**src/rtl/nt_sram_pkg.sv**
```systemverilog
package nt_sram_pkg;
  typedef enum logic [1:0] {
    OP_NONE = 2'd0,
    OP_RD   = 2'd1,
    OP_WR   = 2'd2
  } op_e;
endpackage

```
**src/rtl/nt_sram_cmd.sv**
```systemverilog
module nt_sram_cmd
  import nt_sram_pkg::*;
#(
  parameter int ADDR_W  = 6,
  parameter int LANES   = 2,
  parameter int BURST_W = 2
) (
  input  logic              clk_i,
  input  logic              rst_ni,
  input  logic              step_i,
  input  logic              ce1_ni,
  input  logic              ce2_i,
  input  logic              ce3_ni,
  input  logic              we_ni,
  input  logic [LANES-1:0]  bw_ni,
  input  logic              adv_ld_i,
  input  logic              ilv_i,
  input  logic [ADDR_W-1:0] addr_i,
  output op_e               op_o,
  output logic [ADDR_W-1:0] addr_o,
  output logic [LANES-1:0]  be_o
);
  localparam logic [BURST_W-1:0] ONE = {{(BURST_W-1){1'b0}}, 1'b1};

  op_e                last_op_q;
  logic [ADDR_W-1:0]  base_q;
  logic [BURST_W-1:0] cnt_q, cnt_nx, ofs;
  logic               sel;

  assign sel    = !ce1_ni && ce2_i && !ce3_ni;
  assign cnt_nx = cnt_q + ONE;
  assign ofs    = ilv_i ? (base_q[BURST_W-1:0] ^ cnt_nx)
                        : (base_q[BURST_W-1:0] + cnt_nx);

  always_comb begin
    if (!adv_ld_i) begin
      op_o   = sel ? (we_ni ? OP_RD : OP_WR) : OP_NONE;
      addr_o = addr_i;
    end else begin
      op_o   = last_op_q;
      addr_o = {base_q[ADDR_W-1:BURST_W], ofs};
    end
    be_o = (op_o == OP_WR) ? ~bw_ni : '0;
  end

  always_ff @(posedge clk_i or negedge rst_ni) begin
    if (!rst_ni) begin
      last_op_q <= OP_NONE;
      base_q    <= '0;
      cnt_q     <= '0;
    end else if (step_i) begin
      last_op_q <= op_o;
      if (!adv_ld_i) begin
        base_q <= addr_i;
        cnt_q  <= '0;
      end else begin
        cnt_q  <= cnt_nx;
      end
    end
  end

  assert_desel_continue_R6: assert property (@(posedge clk_i) disable iff (!rst_ni)
    (step_i && adv_ld_i && last_op_q == OP_NONE) |=> (last_op_q == OP_NONE));

  assert_burst_base_R7: assert property (@(posedge clk_i) disable iff (!rst_ni)
    (step_i && adv_ld_i) |=> $stable(base_q));
endmodule

```
**src/rtl/nt_sram_wreg.sv**
```systemverilog
module nt_sram_wreg
  import nt_sram_pkg::*;
#(
  parameter int ADDR_W = 6,
  parameter int LANES  = 2,
  parameter int LANE_W = 9
) (
  input  logic                    clk_i,
  input  logic                    rst_ni,
  input  logic                    step_i,
  input  op_e                     op_i,
  input  logic [ADDR_W-1:0]       addr_i,
  input  logic [LANES-1:0]        be_i,
  input  logic [LANES*LANE_W-1:0] arr_rd_i,
  input  logic [LANES*LANE_W-1:0] din_i,
  output op_e                     s1_op_o,
  output logic [ADDR_W-1:0]       s1_addr_o,
  output op_e                     s2_op_o,
  output logic [ADDR_W-1:0]       s2_addr_o,
  output logic [LANES-1:0]        s2_be_o,
  output logic [LANES*LANE_W-1:0] rd_data_o
);
  localparam int STAGES = 2;
  localparam int LAST   = STAGES - 1;

  op_e               op_q   [STAGES];
  logic [ADDR_W-1:0] addr_q [STAGES];
  logic [LANES-1:0]  be_q   [STAGES];
  logic              hit;

  always_ff @(posedge clk_i or negedge rst_ni) begin
    if (!rst_ni) begin
      for (int i = 0; i < STAGES; i++) begin
        op_q[i]   <= OP_NONE;
        addr_q[i] <= '0;
        be_q[i]   <= '0;
      end
    end else if (step_i) begin
      op_q[0]   <= op_i;
      addr_q[0] <= addr_i;
      be_q[0]   <= be_i;
      for (int i = 1; i < STAGES; i++) begin
        op_q[i]   <= op_q[i-1];
        addr_q[i] <= addr_q[i-1];
        be_q[i]   <= be_q[i-1];
      end
    end
  end

  assign s1_op_o   = op_q[0];
  assign s1_addr_o = addr_q[0];
  assign s2_op_o   = op_q[LAST];
  assign s2_addr_o = addr_q[LAST];
  assign s2_be_o   = be_q[LAST];

  // write whose data lands on this edge targets the word being read
  assign hit = (op_q[LAST] == OP_WR) && (addr_q[LAST] == addr_q[0]);

  for (genvar l = 0; l < LANES; l++) begin : g_fwd
    assign rd_data_o[l*LANE_W +: LANE_W] = (hit && be_q[LAST][l])
                                         ? din_i[l*LANE_W +: LANE_W]
                                         : arr_rd_i[l*LANE_W +: LANE_W];
  end

  assert_registry_hold_R2: assert property (@(posedge clk_i) disable iff (!rst_ni)
    !step_i |=> ($stable(op_q[LAST]) && $stable(addr_q[LAST]) && $stable(be_q[LAST])));
endmodule

```
**src/rtl/nt_sram_array.sv**
```systemverilog
module nt_sram_array #(
  parameter int ADDR_W = 6,
  parameter int LANES  = 2,
  parameter int LANE_W = 9
) (
  input  logic                    clk_i,
  input  logic                    we_i,
  input  logic [LANES-1:0]        be_i,
  input  logic [ADDR_W-1:0]       waddr_i,
  input  logic [LANES*LANE_W-1:0] wdata_i,
  input  logic [ADDR_W-1:0]       raddr_i,
  output logic [LANES*LANE_W-1:0] rdata_o
);
  localparam int DEPTH = 1 << ADDR_W;

  for (genvar l = 0; l < LANES; l++) begin : g_lane
    logic [LANE_W-1:0] mem_q [DEPTH];

    always_ff @(posedge clk_i) begin
      if (we_i && be_i[l]) mem_q[waddr_i] <= wdata_i[l*LANE_W +: LANE_W];
    end

    assign rdata_o[l*LANE_W +: LANE_W] = mem_q[raddr_i];
  end
endmodule

```
**src/rtl/nt_sram.sv**
```systemverilog
module nt_sram
  import nt_sram_pkg::*;
#(
  parameter int ADDR_W = 6,
  parameter int LANES  = 2,
  parameter int LANE_W = 9
) (
  input  logic                    clk_i,
  input  logic                    rst_ni,
  input  logic                    cen_ni,
  input  logic                    ce1_ni,
  input  logic                    ce2_i,
  input  logic                    ce3_ni,
  input  logic                    we_ni,
  input  logic [LANES-1:0]        bw_ni,
  input  logic                    adv_ld_i,
  input  logic                    ilv_i,
  input  logic                    oe_ni,
  input  logic                    zz_i,
  input  logic [ADDR_W-1:0]       addr_i,
  input  logic [LANES*LANE_W-1:0] dq_i,
  output logic [LANES*LANE_W-1:0] dq_o,
  output logic                    dq_oe_o
);
  localparam int DATA_W = LANES * LANE_W;

  logic              step;
  op_e               cmd_op, s1_op, s2_op;
  logic [ADDR_W-1:0] cmd_addr, s1_addr, s2_addr;
  logic [LANES-1:0]  cmd_be, s2_be;
  logic [DATA_W-1:0] arr_rd, rd_fwd, dout_q;
  logic              rd_vld_q;

  assign step = !cen_ni && !zz_i;

  nt_sram_cmd #(.ADDR_W(ADDR_W), .LANES(LANES), .BURST_W(2)) u_cmd (
    .clk_i, .rst_ni, .step_i(step),
    .ce1_ni, .ce2_i, .ce3_ni, .we_ni, .bw_ni, .adv_ld_i, .ilv_i, .addr_i,
    .op_o(cmd_op), .addr_o(cmd_addr), .be_o(cmd_be)
  );

  nt_sram_wreg #(.ADDR_W(ADDR_W), .LANES(LANES), .LANE_W(LANE_W)) u_wreg (
    .clk_i, .rst_ni, .step_i(step),
    .op_i(cmd_op), .addr_i(cmd_addr), .be_i(cmd_be),
    .arr_rd_i(arr_rd), .din_i(dq_i),
    .s1_op_o(s1_op), .s1_addr_o(s1_addr),
    .s2_op_o(s2_op), .s2_addr_o(s2_addr), .s2_be_o(s2_be),
    .rd_data_o(rd_fwd)
  );

  nt_sram_array #(.ADDR_W(ADDR_W), .LANES(LANES), .LANE_W(LANE_W)) u_arr (
    .clk_i,
    .we_i(step && s2_op == OP_WR), .be_i(s2_be), .waddr_i(s2_addr),
    .wdata_i(dq_i), .raddr_i(s1_addr), .rdata_o(arr_rd)
  );

  always_ff @(posedge clk_i or negedge rst_ni) begin
    if (!rst_ni) begin
      dout_q   <= '0;
      rd_vld_q <= 1'b0;
    end else if (zz_i) begin
      rd_vld_q <= 1'b0;
    end else if (step) begin
      dout_q   <= rd_fwd;
      rd_vld_q <= (s1_op == OP_RD);
    end
  end

  assign dq_o    = dout_q;
  assign dq_oe_o = rd_vld_q && !oe_ni && !zz_i;

  assert_wr_phase_quiet_R8: assert property (@(posedge clk_i) disable iff (!rst_ni)
    (s2_op == OP_WR) |-> !rd_vld_q);

  assert_stall_output_R2: assert property (@(posedge clk_i) disable iff (!rst_ni)
    !step |=> $stable(dq_o));

  assert_sleep_exit_quiet_R9: assert property (@(posedge clk_i) disable iff (!rst_ni)
    $fell(zz_i) |-> !rd_vld_q);

  assert_sleep_entry_idle_R9: assert property (@(posedge clk_i) disable iff (!rst_ni)
    $rose(zz_i) |-> (s1_op == OP_NONE && s2_op == OP_NONE && !rd_vld_q));
endmodule

```
**config.mk**
```make
export PLATFORM = sky130hd
export DESIGN_NAME = nt_sram
export DESIGN_NICKNAME = d
export VERILOG_FILES = /design/src/rtl/nt_sram_pkg.sv /design/src/rtl/nt_sram_cmd.sv /design/src/rtl/nt_sram_wreg.sv /design/src/rtl/nt_sram_array.sv /design/src/rtl/nt_sram.sv
export SDC_FILE = /design/constraint.sdc
export NUM_CORES = 1
export LEC_CHECK = 0
export BUFFER_PORTS_ARGS = -buffer_cell sky130_fd_sc_hd__buf_2
export CAP_MARGIN = 20
export CORE_MARGIN = 2
export CORE_UTILIZATION = 33
export DETAILED_ROUTE_END_ITERATION = 7
export GPL_TIMING_DRIVEN = 0
export PLACE_DENSITY_LB_ADDON = 0.3
export SLEW_MARGIN = 20
export SYNTH_ARGS = -nofsm -noshare
export SYNTH_HDL_FRONTEND = slang
export SYNTH_SLANG_ARGS = --single-unit
```
**constraint.sdc**
```tcl
create_clock -name clk_i -period 3.15 [get_ports clk_i]
set_input_delay 0 -clock clk_i [delete_from_list [all_inputs] [get_ports clk_i]]
set_output_delay 0 -clock clk_i [all_outputs]
set_load 0.1 [all_outputs]
```
==> reports/metrics.cfg <==
[timing]
clock.fmax_ghz = 0.302
fin_crit_ns = 3.31
worst_slack_ns = -0.162
finalSetupViolCount = 95
relSlewSlack = 0.161
rsz0062_at_grt = yes
layout_worst_path_cycle_share = 1.05
setup-tns-final_ns = -5.08
timing.hold.ws_ns = 0.0359
clock_skew_ns = 0.0315
hold_viol_final = 0
tightestPinTransition_ns = 1.26
drv_slew = 0

[synth]
synth_top_cell_area_share = 0.738
synthArstFlopShare = 0.0392
netlist_area_um2 = 46900
synth_area_leaders = edfxtp_1 (74%), mux4_2 (14%), dfrtp_1 (2.5%)
yosysWarnings = 0
yosys.area.top_type = edfxtp_1
avgSynthCellArea_um2 = 21.0
synthSimpleGateAreaFrac = 0.0354
synth_adder_area_share = 0.000267
postSynthNetCount = 2274
synth_top_flop_cell = edfxtp_1
synthXorXnorAreaFrac = 0.00168
ys_seq_area_frac = 0.763
synth_edf_count = 1152
synth_top_family_by_area = multiplexers
ys_seq_elements = 1199
synthCells = 2236
synth.area.mux_share = 0.161
yosys.cell_types.count = 57
synth_compound_area_frac = 0.0221

[die]
start_util = 0.332
die_area_um2 = 145000
num_rows = 138
die_x_um = 381
ios = 56
die_h_um = 381
core_area_um2 = 141000

[critical_path]
critical_path_class = flip-flop to flip-flop
cp-endpoint = u_arr.g_lane[0].mem_q[20][5]
r2r-end = u_arr.g_lane[0].mem_q[20][5]
required_ns = 3.49
end_kind = flip-flop
worstSetupStartpoint = u_wreg.s2_addr_o[4]
rrSetupSlack_ns = -0.16
arrival_ns = 3.65
critPathMaxFanout = 10
r2r_cells = 6
crit-reg2reg-launch = u_wreg.s2_addr_o[4]
cp-start-kind = flip-flop

[routing]
drt-initial-drc-count = 3456
antenna_left = 0
num_vias = 24500
dr.pass1.iters = 6
routed_wl_mm = 141
post_drt_wl_per_cell_um = 31.7
drc = 0
avgViaCountPerCell = 5.50

[place]
dp_hpwl_mm = 92.9
dp_slack_ns = -0.811
placed_cells = 4184
place_area_um2 = 49600
port_buffers = 55
gp_congestion = 0.912

[clocking]
cts_max_level = 3
cts_root_buf = clkbuf_16
clock_sinks = 1199
cts_tree = built
clk_latency_ns = 0.75
ctsLongestPathBuffers = 3
clk_pin_slew_ns = 0.07
numCtsBuffers = 117

[layout]
final_nets = 2503
final_area_um2 = 54500
area_growth_pct = 16.2
drive_above_1_share = 0.287
fin_cells = 4448

[pwr]
irDropWorstVdd_mv = 0.851
p_per_area_nw_per_um2 = 723
leakage_nw = 16.8

[grt]
grt_max_degree = 66
grt_pass1_vias = 24300
grt_overflow_total = 0
antenna_found_initial = 6
grt.total_usage = 0.192
grt_pass1_wl_mm = 193

[worst_hold_path]
hold_class = input pin to flip-flop
hold_depth = 5

[status]
violations = negative setup slack
outcome = complete, but fails checks

[job]
drv_cap = 0

==> through the flow <==
step                      utilization  power (mW)
after detailed placement        0.351        25.7
final                           0.386        39.4
after CTS                       0.383        39.4
after global routing            0.386        40.3
after global placement          0.351        25.6
after floorplan                     -        22.4
==> cells in the mapped netlist, drive strengths merged, types with 14 or more instances <==
cell and number:
a22oi 44, inv 14, nand2 98, mux4 298
nor2b 19, clkbuf 54, mux2 18, nor2 156
nand2b 17, mux2i 64, o21ai 15, buf 70
dfrtp 47, nand3 33, edfxtp 1152, a21oi 16
==> registers in the layout, summed over array words and instances (netlist names) <==
name / flops
dq_o: 18
rd_vld_q: 1
u_arr.g_lane.mem_q: 1152
u_cmd.base_q: 6
u_cmd.cnt_q: 2
u_cmd.last_op_q: 2
u_wreg.be_q: 2
u_wreg.s1_addr_o: 6
u_wreg.s2_addr_o: 6
u_wreg.s2_be_o: 2
u_wreg.s2_op_o: 2
==> critical path, cell delays in order (launching register included) <==
cell and delay, ns:
dfrtp_1 0.36, clkbuf_1 0.37, or3b_2 0.54, clkbuf_1 0.34, inv_1 0.13, nand2_1 0.24, nor2_1 0.91
==> repair_timing <==
action,in CTS,in global routing
endpoints found under the setup margin,544,709
hold buffers,40,10
pin swaps,1,5
hold endpoints to repair,551,645
gates resized for setup,112,71
buffers inserted,0,5
==> layer usage <==
metal,GRT usage,up-vias,wire length (um)
li1,-,9717,-
met1,0.258,13200,56600
met2,0.295,1271,64700
met3,0.0560,270,14100
met4,0.0702,2,5810
met5,0,-,13
==> how the worst min path moves through the flow <==
stage                       from              to
final                       zz_i  u_cmd.cnt_q[1]
after detailed placement  rst_ni        dq_o[10]
after global placement      zz_i        rd_vld_q
after global routing        zz_i        dq_o[13]
after floorplan           rst_ni         dq_o[0]
after CTS                   zz_i  u_cmd.cnt_q[1]
==> power by group <==
group | internal (mW) | switching [mW]
Clock | 7.64 | 6.08
Sequential | 17.6 | 0.215
Combinational | 2.64 | 5.23
Total | 27.9 | 11.5
==> cells by family after synthesis <==
family / Yosys count
and+or+nand+nor: 367
muxes: 380
buffers and inverters: 138
xor gates and xnor gates: 9
AOI/OAI and AO/OA: 142
DFF: 1199
adders and majority gates: 1
==> cell type report <==
class                           instances  area (um^2)
Tap cell                             1890         2360
Sequential cell                      1199        35800
Clock inverter                         68          653
Multi-Input combinational cell        899        10700
Fill cell                           12800        86800
Timing Repair Buffer                  114          977
Inverter                               14         52.6
Clock buffer                          143         3030
Antenna cell                            1         2.50
Buffer                                120          882
==> layout by cell type (no fill, tap or decap), drive strengths merged, types with 42 or more instances in the layout <==
| cell | count |
|---|---|
| a22oi | 44 |
| buf | 129 |
| clkbuf | 198 |
| clkinv | 42 |
| dfrtp | 47 |
| dlygate4sd3 | 49 |
| edfxtp | 1152 |
| mux2i | 64 |
| mux4 | 298 |
| nand2 | 98 |
| nor2 | 156 |
Note: power is estimated with default switching activity, not from simulation.
